--- config.mk ---
export PLATFORM = sky130hd
export DESIGN_NAME = isr_ctrl_reg
export DESIGN_NICKNAME = d
export VERILOG_FILES = /design/src/rtl/isr_pkg.sv /design/src/rtl/isr_ctl_bit.sv /design/src/rtl/isr_w1c_flag.sv /design/src/rtl/isr_tx_policy.sv /design/src/rtl/isr_irq_gen.sv /design/src/rtl/isr_ctrl_reg.sv
export SDC_FILE = /design/constraint.sdc
export NUM_CORES = 1
export LEC_CHECK = 0
export ABC_AREA = 0
export ABC_CLOCK_PERIOD_IN_PS = 2350
export BUFFER_PORTS_ARGS = -buffer_cell sky130_fd_sc_hd__clkbuf_2
export CAP_MARGIN = 10
export CORE_MARGIN = 2
export CORE_UTILIZATION = 30
export DETAILED_ROUTE_END_ITERATION = 8
export GPL_ROUTABILITY_DRIVEN = 0
export HOLD_SLACK_MARGIN = 0.1
export PLACE_DENSITY = 0.78
export SETUP_SLACK_MARGIN = 0.1
export SLEW_MARGIN = 20
export SYNTH_ARGS = -nofsm -noshare
export SYNTH_HDL_FRONTEND = slang
export SYNTH_SLANG_ARGS = --single-unit
export TNS_END_PERCENT = 20
--- constraint.sdc ---
create_clock -name clk_i -period 2.35 [get_ports clk_i]
set_input_delay 0 -clock clk_i [delete_from_list [all_inputs] [get_ports clk_i]]
set_output_delay 0 -clock clk_i [all_outputs]
set_load 0.005 [all_outputs]
--- src/rtl/isr_pkg.sv ---
package isr_pkg;
  localparam int unsigned DATA_W  = 32;
  localparam int unsigned NUM_CTL = 4;
  // control bit positions, in order: tx-ok disable, override, sys enable, defer enable
  localparam int unsigned CTL_POS  [NUM_CTL] = '{15, 14, 10, 6};
  // 1: soft reset clears the bit
  localparam bit          CTL_SOFT [NUM_CTL] = '{1'b1, 1'b1, 1'b1, 1'b0};
  localparam int unsigned IDX_TXOK_DIS = 0;
  localparam int unsigned IDX_OVR      = 1;
  localparam int unsigned IDX_SYS_EN   = 2;
  localparam int unsigned IDX_EXD_EN   = 3;
  localparam int unsigned SYS_POS      = 11;
  localparam int unsigned EXD_POS      = 7;
endpackage

--- src/rtl/isr_ctl_bit.sv ---
module isr_ctl_bit #(
  parameter bit SOFT_CLR = 1'b1
) (
  input  logic clk_i,
  input  logic hard_rst_n_i,
  input  logic soft_rst_i,
  input  logic wr_en_i,
  input  logic wr_bit_i,
  output logic q_o
);
  always_ff @(posedge clk_i or negedge hard_rst_n_i) begin
    if (!hard_rst_n_i)             q_o <= 1'b0;
    else if (SOFT_CLR && soft_rst_i) q_o <= 1'b0;
    else if (wr_en_i)              q_o <= wr_bit_i;
  end

  AST_CTL_WRITE: assert property (@(posedge clk_i) disable iff (!hard_rst_n_i)
    (wr_en_i && !(SOFT_CLR && soft_rst_i)) |=> (q_o == $past(wr_bit_i)));
endmodule

--- src/rtl/isr_w1c_flag.sv ---
module isr_w1c_flag #(
  parameter bit SOFT_CLR = 1'b1
) (
  input  logic clk_i,
  input  logic hard_rst_n_i,
  input  logic soft_rst_i,
  input  logic set_i,
  input  logic clr_i,
  output logic q_o
);
  logic soft_hit;
  assign soft_hit = SOFT_CLR && soft_rst_i;

  always_ff @(posedge clk_i or negedge hard_rst_n_i) begin
    if (!hard_rst_n_i)  q_o <= 1'b0;
    else if (soft_hit)  q_o <= 1'b0;
    else if (set_i)     q_o <= 1'b1;
    else if (clr_i)     q_o <= 1'b0;
  end

  AST_SET_WINS: assert property (@(posedge clk_i) disable iff (!hard_rst_n_i)
    (set_i && !soft_hit) |=> q_o);
  AST_ZERO_WRITE_HOLDS: assert property (@(posedge clk_i) disable iff (!hard_rst_n_i)
    (q_o && !clr_i && !soft_hit) |=> q_o);
  AST_ONE_WRITE_CLEARS: assert property (@(posedge clk_i) disable iff (!hard_rst_n_i)
    (clr_i && !set_i) |=> !q_o);
endmodule

--- src/rtl/isr_tx_policy.sv ---
module isr_tx_policy (
  input  logic clk_i,
  input  logic hard_rst_n_i,
  input  logic tx_done_i,
  input  logic tx_ok_i,
  input  logic tx_mark_i,
  input  logic txok_dis_i,
  input  logic ovr_i,
  output logic tx_int_set_o
);
  logic raise;

  always_comb begin
    if (ovr_i) raise = tx_mark_i || !tx_ok_i;
    else       raise = !tx_ok_i || !txok_dis_i;
  end

  always_ff @(posedge clk_i or negedge hard_rst_n_i) begin
    if (!hard_rst_n_i) tx_int_set_o <= 1'b0;
    else               tx_int_set_o <= tx_done_i && raise;
  end

  AST_TX_IDLE_QUIET: assert property (@(posedge clk_i) disable iff (!hard_rst_n_i)
    !tx_done_i |=> !tx_int_set_o);
  AST_TX_ERR_RAISES: assert property (@(posedge clk_i) disable iff (!hard_rst_n_i)
    (tx_done_i && !tx_ok_i) |=> tx_int_set_o);
  AST_TX_MARK_RAISES: assert property (@(posedge clk_i) disable iff (!hard_rst_n_i)
    (tx_done_i && ovr_i && tx_mark_i) |=> tx_int_set_o);
  AST_TX_OK_SUPPRESSED: assert property (@(posedge clk_i) disable iff (!hard_rst_n_i)
    (tx_done_i && tx_ok_i && !tx_mark_i && (ovr_i || txok_dis_i)) |=> !tx_int_set_o);
endmodule

--- src/rtl/isr_irq_gen.sv ---
module isr_irq_gen (
  input  logic clk_i,
  input  logic hard_rst_n_i,
  input  logic sys_flag_i,
  input  logic sys_en_i,
  input  logic exd_flag_i,
  input  logic exd_en_i,
  input  logic glob_en_i,
  output logic irq_o
);
  logic sys_pend, exd_pend;
  assign sys_pend = sys_flag_i && sys_en_i;
  assign exd_pend = exd_flag_i && exd_en_i && glob_en_i;

  always_ff @(posedge clk_i or negedge hard_rst_n_i) begin
    if (!hard_rst_n_i) irq_o <= 1'b0;
    else               irq_o <= sys_pend || exd_pend;
  end

  AST_SYS_IRQ_NO_GIE: assert property (@(posedge clk_i) disable iff (!hard_rst_n_i)
    sys_pend |=> irq_o);
  AST_IRQ_DROPS: assert property (@(posedge clk_i) disable iff (!hard_rst_n_i)
    (!sys_pend && !exd_pend) |=> !irq_o);
endmodule

--- src/rtl/isr_ctrl_reg.sv ---
module isr_ctrl_reg
  import isr_pkg::*;
(
  input  logic              clk_i,
  input  logic              hard_rst_n_i,
  input  logic              soft_rst_i,
  input  logic              stop_req_i,
  input  logic              wr_en_i,
  input  logic [DATA_W-1:0] wr_data_i,
  output logic [DATA_W-1:0] rd_data_o,
  input  logic              err_parity_i,
  input  logic              err_mabort_i,
  input  logic              err_tabort_i,
  input  logic              exc_defer_i,
  input  logic              tx_done_i,
  input  logic              tx_ok_i,
  input  logic              tx_mark_i,
  input  logic              glob_irq_en_i,
  output logic              tx_int_set_o,
  output logic              sys_stop_o,
  output logic              irq_o
);
  logic [NUM_CTL-1:0] ctl_q;
  logic               sys_q, exd_q, sys_err;

  assign sys_err = err_parity_i || err_mabort_i || err_tabort_i;

  for (genvar g = 0; g < NUM_CTL; g++) begin : g_ctl
    isr_ctl_bit #(.SOFT_CLR(CTL_SOFT[g])) u_bit (
      .clk_i        (clk_i),
      .hard_rst_n_i (hard_rst_n_i),
      .soft_rst_i   (soft_rst_i),
      .wr_en_i      (wr_en_i),
      .wr_bit_i     (wr_data_i[CTL_POS[g]]),
      .q_o          (ctl_q[g])
    );
  end

  isr_w1c_flag #(.SOFT_CLR(1'b1)) u_sys_flag (
    .clk_i        (clk_i),
    .hard_rst_n_i (hard_rst_n_i),
    .soft_rst_i   (soft_rst_i),
    .set_i        (sys_err),
    .clr_i        (wr_en_i && wr_data_i[SYS_POS]),
    .q_o          (sys_q)
  );

  isr_w1c_flag #(.SOFT_CLR(1'b0)) u_exd_flag (
    .clk_i        (clk_i),
    .hard_rst_n_i (hard_rst_n_i),
    .soft_rst_i   (soft_rst_i),
    .set_i        (exc_defer_i),
    .clr_i        (wr_en_i && wr_data_i[EXD_POS]),
    .q_o          (exd_q)
  );

  isr_tx_policy u_tx (
    .clk_i        (clk_i),
    .hard_rst_n_i (hard_rst_n_i),
    .tx_done_i    (tx_done_i),
    .tx_ok_i      (tx_ok_i),
    .tx_mark_i    (tx_mark_i),
    .txok_dis_i   (ctl_q[IDX_TXOK_DIS]),
    .ovr_i        (ctl_q[IDX_OVR]),
    .tx_int_set_o (tx_int_set_o)
  );

  isr_irq_gen u_irq (
    .clk_i        (clk_i),
    .hard_rst_n_i (hard_rst_n_i),
    .sys_flag_i   (sys_q),
    .sys_en_i     (ctl_q[IDX_SYS_EN]),
    .exd_flag_i   (exd_q),
    .exd_en_i     (ctl_q[IDX_EXD_EN]),
    .glob_en_i    (glob_irq_en_i),
    .irq_o        (irq_o)
  );

  always_ff @(posedge clk_i or negedge hard_rst_n_i) begin
    if (!hard_rst_n_i) sys_stop_o <= 1'b0;
    else               sys_stop_o <= sys_err;
  end

  always_comb begin
    rd_data_o = '0;
    for (int i = 0; i < NUM_CTL; i++) rd_data_o[CTL_POS[i]] = ctl_q[i];
    rd_data_o[SYS_POS] = sys_q;
    rd_data_o[EXD_POS] = exd_q;
  end

  AST_STOP_NO_EFFECT: assert property (@(posedge clk_i) disable iff (!hard_rst_n_i)
    (stop_req_i && !wr_en_i && !soft_rst_i && !sys_err && !exc_defer_i) |=> $stable(rd_data_o));
  AST_SOFT_KEEPS_DEFER: assert property (@(posedge clk_i) disable iff (!hard_rst_n_i)
    (soft_rst_i && !wr_en_i && !exc_defer_i) |=> (rd_data_o[EXD_POS] == $past(rd_data_o[EXD_POS])));
  AST_SYS_STOP_PULSE: assert property (@(posedge clk_i) disable iff (!hard_rst_n_i)
    sys_err |=> sys_stop_o);
  AST_SYS_FLAG_SET: assert property (@(posedge clk_i) disable iff (!hard_rst_n_i)
    (sys_err && !soft_rst_i) |=> rd_data_o[SYS_POS]);
endmodule

==> results of run 1 <==
logic make-up after synthesis:
logic type | count (synthesis) | synth area share (%)
multiplexers | 4 | 6.92
flip-flops | 9 | 37.7
AND/OR/NAND/NOR | 7 | 6.08
AO/OA/AOI/OAI | 5 | 6.92
buffers and inverters | 34 | 41.7
other | 1 | 0.628
area by class of cell:
cell class | count | area, um2 | share of cell area [%]
Clock buffer | 4 | 26.3 | 3.43
Tap cell | 27 | 33.8 | 4.41
Timing Repair Buffer | 39 | 260 | 34.0
Inverter | 1 | 3.75 | 0.490
Sequential cell | 9 | 225 | 29.4
Multi-Input combinational cell | 42 | 216 | 28.3
state kept, by name (all words and copies together) (netlist names):
signal and count:
g_ctl.u_bit.q_o 4, sys_stop_o 1, u_exd_flag.q_o 1, u_irq.irq_o 1
u_sys_flag.q_o 1, u_tx.tx_int_set_o 1
critical path: cells and delay by family:
family,cells,cell delay (ns)
simple gates,1,0.36
compound gates,1,0.18
buf+inv,3,1.21
cells in the final DEF, fill, tap and decap left out:
cell,Yosys,layout
conb_1,1,26
clkbuf_2,0,26
dlygate4sd3_1,0,13
dfrtp_1,9,9
mux2i_1,3,3
nor2_1,3,3
clkbuf_4,0,3
nand2_1,2,2
a32o_1,1,1
or3_4,1,1
or2_2,1,1
inv_1,1,1
a31oi_1,1,1
a21o_1,1,1
a21boi_0,1,1
o21ba_1,1,1
mux2_2,1,1
clkbuf_1,0,1
routing by layer:
metal	track usage, %	wire, um
met5	0	0
met4	2.86	0
met3	2.78	104
met2	17.1	585
met1	7.72	340
through the flow:
step	setup WS, ns	instances
2_1_floorplan	1.48	85
3_3_place_gp	1.45	105
3_5_place_dp	1.44	105
4_1_cts	0.746	122
5_1_grt	0.713	122
6_report	0.738	122
worst max path at each step:
stage	endpoint	slack, ns	cells after the start
6_report	u_sys_flag.q_o$_DFFE_PN0P_	0.74	5
5_1_grt	u_sys_flag.q_o$_DFFE_PN0P_	0.71	5
4_1_cts	u_sys_flag.q_o$_DFFE_PN0P_	0.75	5
3_5_place_dp	u_tx.tx_int_set_o$_DFF_PN0_	1.44	2
3_3_place_gp	u_tx.tx_int_set_o$_DFF_PN0_	1.45	2
2_1_floorplan	u_tx.tx_int_set_o$_DFF_PN0_	1.48	2
timing repair:
| action | 4_1_cts | 5_1_grt |
|---|---|---|
| hold buffers | 13 | 0 |
| gates resized for setup | 0 | 0 |
| hold endpoints to repair | 18 | 0 |
power by group through the flow:
stage | combinational, uW | sequential (uW) | clock [uW]
after floorplan | 67.6 | 174 | 0
after global placement | 54.7 | 174 | 0
after detailed placement | 56.5 | 175 | 0
after CTS | 73.8 | 172 | 117
after global routing | 83.1 | 173 | 128
final | 74.4 | 172 | 110
==> impl_metrics.ini, run 1 <==
[synthesis]
synth-edff-count = 0
avgSynthCellArea_um2 = 9.95
synth_most_common_cell = buf_4
yosysTopAreaCellShare_pct = 40.3
synth_cells = 60
ys_types = 16
synth_flop_cell = dfrtp_1
yosysWarningCount = 0
ys_ff_latch = 9
syn_area_um2 = 597
synthArstFlopShare_pct = 100
synth_common_cells = buf_4 (32), dfrtp_1 (9), mux2i_1 (3), nor2_1 (3), nand2_1 (2)
synth_top_cell_by_area = buf_4
ys_seq_area_share_pct = 37.7
yosys-top-cells-area = buf_4 (40%), dfrtp_1 (38%), mux2i_1 (5.0%)

[sta]
hold_ws_ns = 0.114
timing.fmax_mhz = 620
rsz0062_at_grt = false
layout_min_cycle_time_ns = 1.61
timing.final.crit_share_pct = 68.6
setup-tns-final_ns = 0
slew_viol_final = 0
hold_violations = 0
skew_ns = 0.00198
finalSetupViolations = 0

[pwr]
power_leakage_uw = 0.000427
intPower_uw = 272
comb_power_share_pct = 20.9
total_power_uw = 356
switching_share_pct = 23.4
p_sw_uw = 83.2
power.density_nw_per_um2 = 464
pwr-share-seq_pct = 48.3
irDropWorstVdd_uv = 116
clockPowerShare_pct = 30.8

[drt]
drt_first_pass_iters = 3
wire_per_inst_um = 8.43
ant_nets = 0
num_vias = 425
drt_iter0_drc = 3
drc = 0
routed_wl_um = 1030
vias_per_cell = 3.48

[floorplan]
die-area_um2 = 2360
ios = 80
dieWidth_um = 48.6
core_um2 = 1920
die_h_um = 48.6
rows = 16
start_util_pct = 31.1

[setup_path]
rr_worst_depth = 3
cp.arrival_ns = 1.75
cp_slowest_stage_delay_ns = 0.58
crit_chain = dlygate4sd3_1, clkbuf_2, or3_4, dlygate4sd3_1, o21ba_1
reg2reg_setup_slack_ns = 0.91
cp-startpoint = err_tabort_i
worstSetupPathType = in -> reg
crit_required_ns = 2.49
crit_slowest_cell = dlygate4sd3_1
r2r_end = u_tx.tx_int_set_o$_DFF_PN0_
cp_common_cell = dlygate4sd3_1
worstSetupEndpointType = register
regToRegStartpoint = g_ctl[0].u_bit.q_o$_DFFE_PN0P_
cp_max_fo = 2
startpoint_type = input port

[clock_tree]
postCtsSetupRepairBufs = 0
root_buffer = clkbuf_4
htree_levels = 1
clk_pin_slew_ns = 0.06
cts_tree = built
clock_path_buffers = 2
cts_num_sinks = 9
clk_latency_ns = 0.24
cts_made_buffers = 3

[grt]
grt_first_pass_wirelength_um = 1510
overflow = 0
track_usage_pct = 8.49
grt_antenna_before_repair = 0
grt_pass1_vias = 353
grt_max_degree = 10

[worst_hold_path]
whs_path_depth = 3
hold_class = in -> reg
hold_end = u_sys_flag.q_o$_DFFE_PN0P_
worst_hold_startpoint = wr_data_i[11]

[layout]
finish.utilization_pct = 39.8
syn2layout_area_growth_pct = 28.3
nets = 141
fin_area_um2 = 766
antennaDiodeCount = 0
drive_gt1_share_pct = 33.7
nFillCells = 201

[placement]
hpwl_um = 802
portBuffers = 26
dpl_cell_area_um2 = 609

[outcome]
status = completed

[job]
cap_violations = 0
(Power assumes the default switching activity.)
==> run 2: changes to the inputs <==
Settings changed: ABC_CLOCK_PERIOD_IN_PS 2350 to 1400, CORE_UTILIZATION 30 to 27, PLACE_DENSITY 0.78 to 0.74.
Clock period 2.35 ns to 1.4 ns, I/O delays scaled along.
==> impl_metrics.ini, run 2 (synthesis results as in run 1) <==
[floorplan]
core_um2 = 2150
rows = 17
die-area_um2 = 2600
ios = 80
start_util_pct = 27.8
die_h_um = 51.0
dieWidth_um = 51.0

[clock_tree]
root_buffer = clkbuf_4
cts_num_sinks = 9
clk_pin_slew_ns = 0.06
cts_tree = built
cts_resized = 0
clock_path_buffers = 2
cts_made_buffers = 3
postCtsSetupRepairBufs = 0
clk_latency_ns = 0.25
htree_levels = 1

[setup_path]
startpoint_type = register
crit_chain = a21o_1, dlygate4sd3_1
cp_max_fo = 3
worstSetupPathType = reg -> reg
cp_slowest_stage_delay_ns = 0.55
cp.arrival_ns = 1.35
critical_path.top_delay_family = buffers and inverters
worstSetupEndpointType = register
cp_num_buf_inv = 1
crit_required_ns = 1.53
crit_slowest_cell = dlygate4sd3_1

[grt]
track_usage_pct = 8.04
grt_pass1_vias = 379
grt_antenna_before_repair = 0
grt_first_pass_wirelength_um = 1500
overflow = 0
grt_max_degree = 10

[drt]
drc = 0
drt_iter0_drc = 3
num_vias = 441
wire_per_inst_um = 8.29
vias_per_cell = 3.50
ant_nets = 0
routed_wl_um = 1040
drt_first_pass_iters = 2

[sta]
slew_viol_final = 0
finalSetupViolations = 0
layout_min_cycle_time_ns = 1.22
rsz0062_at_grt = false
setup_ws_ns = 0.180
hold_violations = 0
skew_ns = 0.00478
setup-tns-final_ns = 0
timing.final.crit_share_pct = 87.2
timing.fmax_mhz = 820

[layout]
final_cell_mix = conb_1 (26), clkbuf_2 (26), dlygate4sd3_1 (16), dfrtp_1 (9)
largest_reg_flops = 4
drive_gt1_share_pct = 32.7
top_register = g_ctl.u_bit.q_o
antennaDiodeCount = 0
syn2layout_area_growth_pct = 33.5
nets = 144
finish.utilization_pct = 37.1

[pwr]
pwr-share-seq_pct = 47.5
clockPowerShare_pct = 31.1
irDropWorstVdd_uv = 394
power_leakage_uw = 0.000440
intPower_uw = 463
comb_power_share_pct = 21.5
power.density_nw_per_um2 = 764
switching_share_pct = 24.1
p_sw_uw = 147

[worst_hold_path]
hold_class = in -> async

[job]
cap_violations = 0

[placement]
hpwl_um = 718
portBuffers = 26
preCtsSetupSlack_ns = 0.479

[outcome]
status = completed
==> run 2: timing repair <==
item                                    in CTS  in global routing
hold buffers                                16                  1
endpoints found under the setup margin       0                  1
hold endpoints to repair                    18                  1
==> run 2: worst paths after layout <==
check                                           startpoint                        endpoint  slack (ns)  cells past startpoint
worst max register to register  u_exd_flag.q_o$_DFFE_PN0P_      u_exd_flag.q_o$_DFFE_PN0P_        0.18                      2
worst min-delay path                          hard_rst_n_i  g_ctl[0].u_bit.q_o$_DFFE_PN0P_        0.13                      2
min in group clk_i                                 wr_en_i  g_ctl[3].u_bit.q_o$_DFFE_PN0P_        0.13                      2
worst min register to register  u_sys_flag.q_o$_DFFE_PN0P_           u_irq.irq_o$_DFF_PN0_        0.51                      1
worst max-delay path            u_exd_flag.q_o$_DFFE_PN0P_      u_exd_flag.q_o$_DFFE_PN0P_        0.18                      2
max in group asynchronous                     hard_rst_n_i      u_exd_flag.q_o$_DFFE_PN0P_        1.08                      2
==> run 2: power by group through the flow <==
stage / logic (uW) / clock network (uW) / registers [uW]
4_1_cts: 129 / 196 / 288
3_5_place_dp: 93.9 / 0 / 293
2_1_floorplan: 113 / 0 / 292
6_report: 131 / 189 / 289
3_3_place_gp: 91.6 / 0 / 292
5_1_grt: 146 / 208 / 291
==> run 2: metal layers <==
metal | GRT usage [%] | part of all wire [%] | vias up
met3 | 1.75 | 12 | 4
met5 | 0 | 0 | -
met4 | 6.76 | 2.9 | 0
met1 | 6.92 | 33 | 191
met2 | 15.4 | 52 | 35
li1 | - | - | 211
==> run 2: layout make-up <==
type	count	area (um2)
Clock buffer	4	26.3
Timing Repair Buffer	42	290
Multi-Input combinational cell	42	216
Inverter	1	3.75
Sequential cell	9	225
Tap cell	28	35.0
Fill cell	224	1350
==> run 2: through the flow <==
stage	hold WS (ns)	std cells	cell area [um2]	power, uW
finish	0.126	126	797	609
global route	0.132	126	797	646
CTS	0.120	126	797	613
detailed placement	-0.140	106	611	387
global placement	-0.141	106	611	384
floorplan	-0.296	85	691	405
==> run 3: changes to the inputs <==
--- a/config.mk
+++ b/config.mk
@@ -15,5 +15,7 @@
 export GPL_ROUTABILITY_DRIVEN = 0
 export HOLD_SLACK_MARGIN = 0.1
+export MAX_ROUTING_LAYER = met4
 export PLACE_DENSITY = 0.74
+export RECOVER_POWER = 100
 export SETUP_SLACK_MARGIN = 0.1
 export SLEW_MARGIN = 20
==> constraint.sdc (replaced) <==
create_clock -name clk_i -period 1.4 [get_ports clk_i]
set_input_delay 0.42 -clock clk_i [delete_from_list [all_inputs] [get_ports clk_i]]
set_output_delay 0.42 -clock clk_i [all_outputs]
set_load 0.005 [all_outputs]
==> impl_metrics.ini, run 3 (synthesis results as in run 1) <==
[grt]
overflow = 0
grt_pass1_vias = 278
grt_antenna_before_repair = 0
track_usage_pct = 6.35
grt_first_pass_wirelength_um = 1120
grt_max_degree = 10

[floorplan]
ios = 80
die-area_um2 = 2600
core_um2 = 2150
dieWidth_um = 51.0
start_util_pct = 27.8
rows = 17
die_h_um = 51.0

[sta]
slew_viol_final = 0
skew_ns = 0.00346
setup-tns-final_ns = 0
hold_violations = 0
setup_ws_ns = 0.207
finalSetupViolations = 0
timing.final.crit_share_pct = 85.2
hold_ws_ns = 0.349
rsz0062_at_grt = false
layout_min_cycle_time_ns = 1.19
timing.fmax_mhz = 838

[setup_path]
cp_max_fo = 4
cp.depth = 1
startpoint_type = register
cp-startpoint = g_ctl[1].u_bit.q_o$_DFFE_PN0P_
cp_slowest_stage_delay_ns = 0.40
setup.worst_path.end = rd_data_o[14]
critical_path.top_delay_family = flip-flops
r2r_end = u_tx.tx_int_set_o$_DFF_PN0_
worstSetupEndpointType = output port
cp.arrival_ns = 0.77
crit_required_ns = 0.98
cp_num_buf_inv = 1
rr_worst_depth = 2
reg2reg_setup_slack_ns = 0.47
regToRegStartpoint = g_ctl[0].u_bit.q_o$_DFFE_PN0P_
crit_chain = clkbuf_2
worstSetupPathType = reg -> out
crit_slowest_cell = dfrtp_1

[worst_hold_path]
hold_class = in -> reg

[job]
cap_violations = 0

[placement]
preCtsSetupSlack_ns = 0.218
portBuffers = 26
hpwl_um = 718

[drt]
drt_first_pass_iters = 2
ant_nets = 0
drt_iter0_drc = 1
routed_wl_um = 820
drc = 0
wire_per_inst_um = 7.39
num_vias = 377
vias_per_cell = 3.40

[layout]
syn2layout_area_growth_pct = 6.50
largest_reg_flops = 4
final_cell_mix = conb_1 (26), clkbuf_2 (21), dfrtp_1 (9), clkbuf_1 (6)
finish.utilization_pct = 29.6
antennaDiodeCount = 0
layout_commonest_cell = conb_1
nets = 129
drive_gt1_share_pct = 31.3
top_register = g_ctl.u_bit.q_o

[clock_tree]
root_buffer = clkbuf_4
clk_latency_ns = 0.25
clk_pin_slew_ns = 0.06
cts_num_sinks = 9
cts_tree = built
cts_resized = 0
clock_path_buffers = 2
htree_levels = 1
cts_made_buffers = 3
postCtsSetupRepairBufs = 0

[pwr]
power_leakage_uw = 0.000362
total_power_uw = 569
irDropWorstVdd_uv = 398
power.density_nw_per_um2 = 896

[outcome]
status = completed
-- run 3: through the flow --
stage | instances | area (um2)
finish | 111 | 636
floorplan | 85 | 691
CTS | 111 | 647
global placement | 106 | 611
global route | 111 | 636
detailed placement | 106 | 611
-- run 3: cell type report --
class                   instances  area [um2]
fillers                       241        1510
repair buffers                 27         134
clock buffers                   4        26.3
well taps                      28        35.0
inverters                       1        3.75
multi-input cells              42         211
flip-flops and latches          9         225
-- run 3: how the worst min path moves through the flow --
stage	startpoint	to	slack, ns	cells past startpoint
finish	exc_defer_i	u_exd_flag.q_o$_DFFE_PN0P_	0.35	2
global route	exc_defer_i	u_exd_flag.q_o$_DFFE_PN0P_	0.34	2
CTS	tx_ok_i	u_tx.tx_int_set_o$_DFF_PN0_	0.34	2
detailed placement	hard_rst_n_i	u_tx.tx_int_set_o$_DFF_PN0_	0.28	1
global placement	hard_rst_n_i	u_tx.tx_int_set_o$_DFF_PN0_	0.28	1
floorplan	hard_rst_n_i	g_ctl[0].u_bit.q_o$_DFFE_PN0P_	0.12	0
-- run 3: report_power, final --
part	internal, uW	leakage [uW]	switching (uW)
clock network	109	0.0000150	79.7
registers	278	0.000108	9.91
logic	44.6	0.000240	47.9
-- run 3: timing repair --
| action | 4_1_cts | 5_1_grt |
|---|---|---|
| endpoints found under the setup margin | 0 | 0 |
| hold endpoints to repair | 9 | 0 |
| hold buffers | 1 | 0 |
-- run 3: metal layers --
metal / vias to the layer above / part of all wire, % / GRT usage [%]
met5: - / 0 / -
met3: 6 / 17 / 2.05
met2: 35 / 47 / 10.8
met1: 157 / 32 / 5.10
met4: 0 / 3.5 / 6.76
li1: 179 / - / -
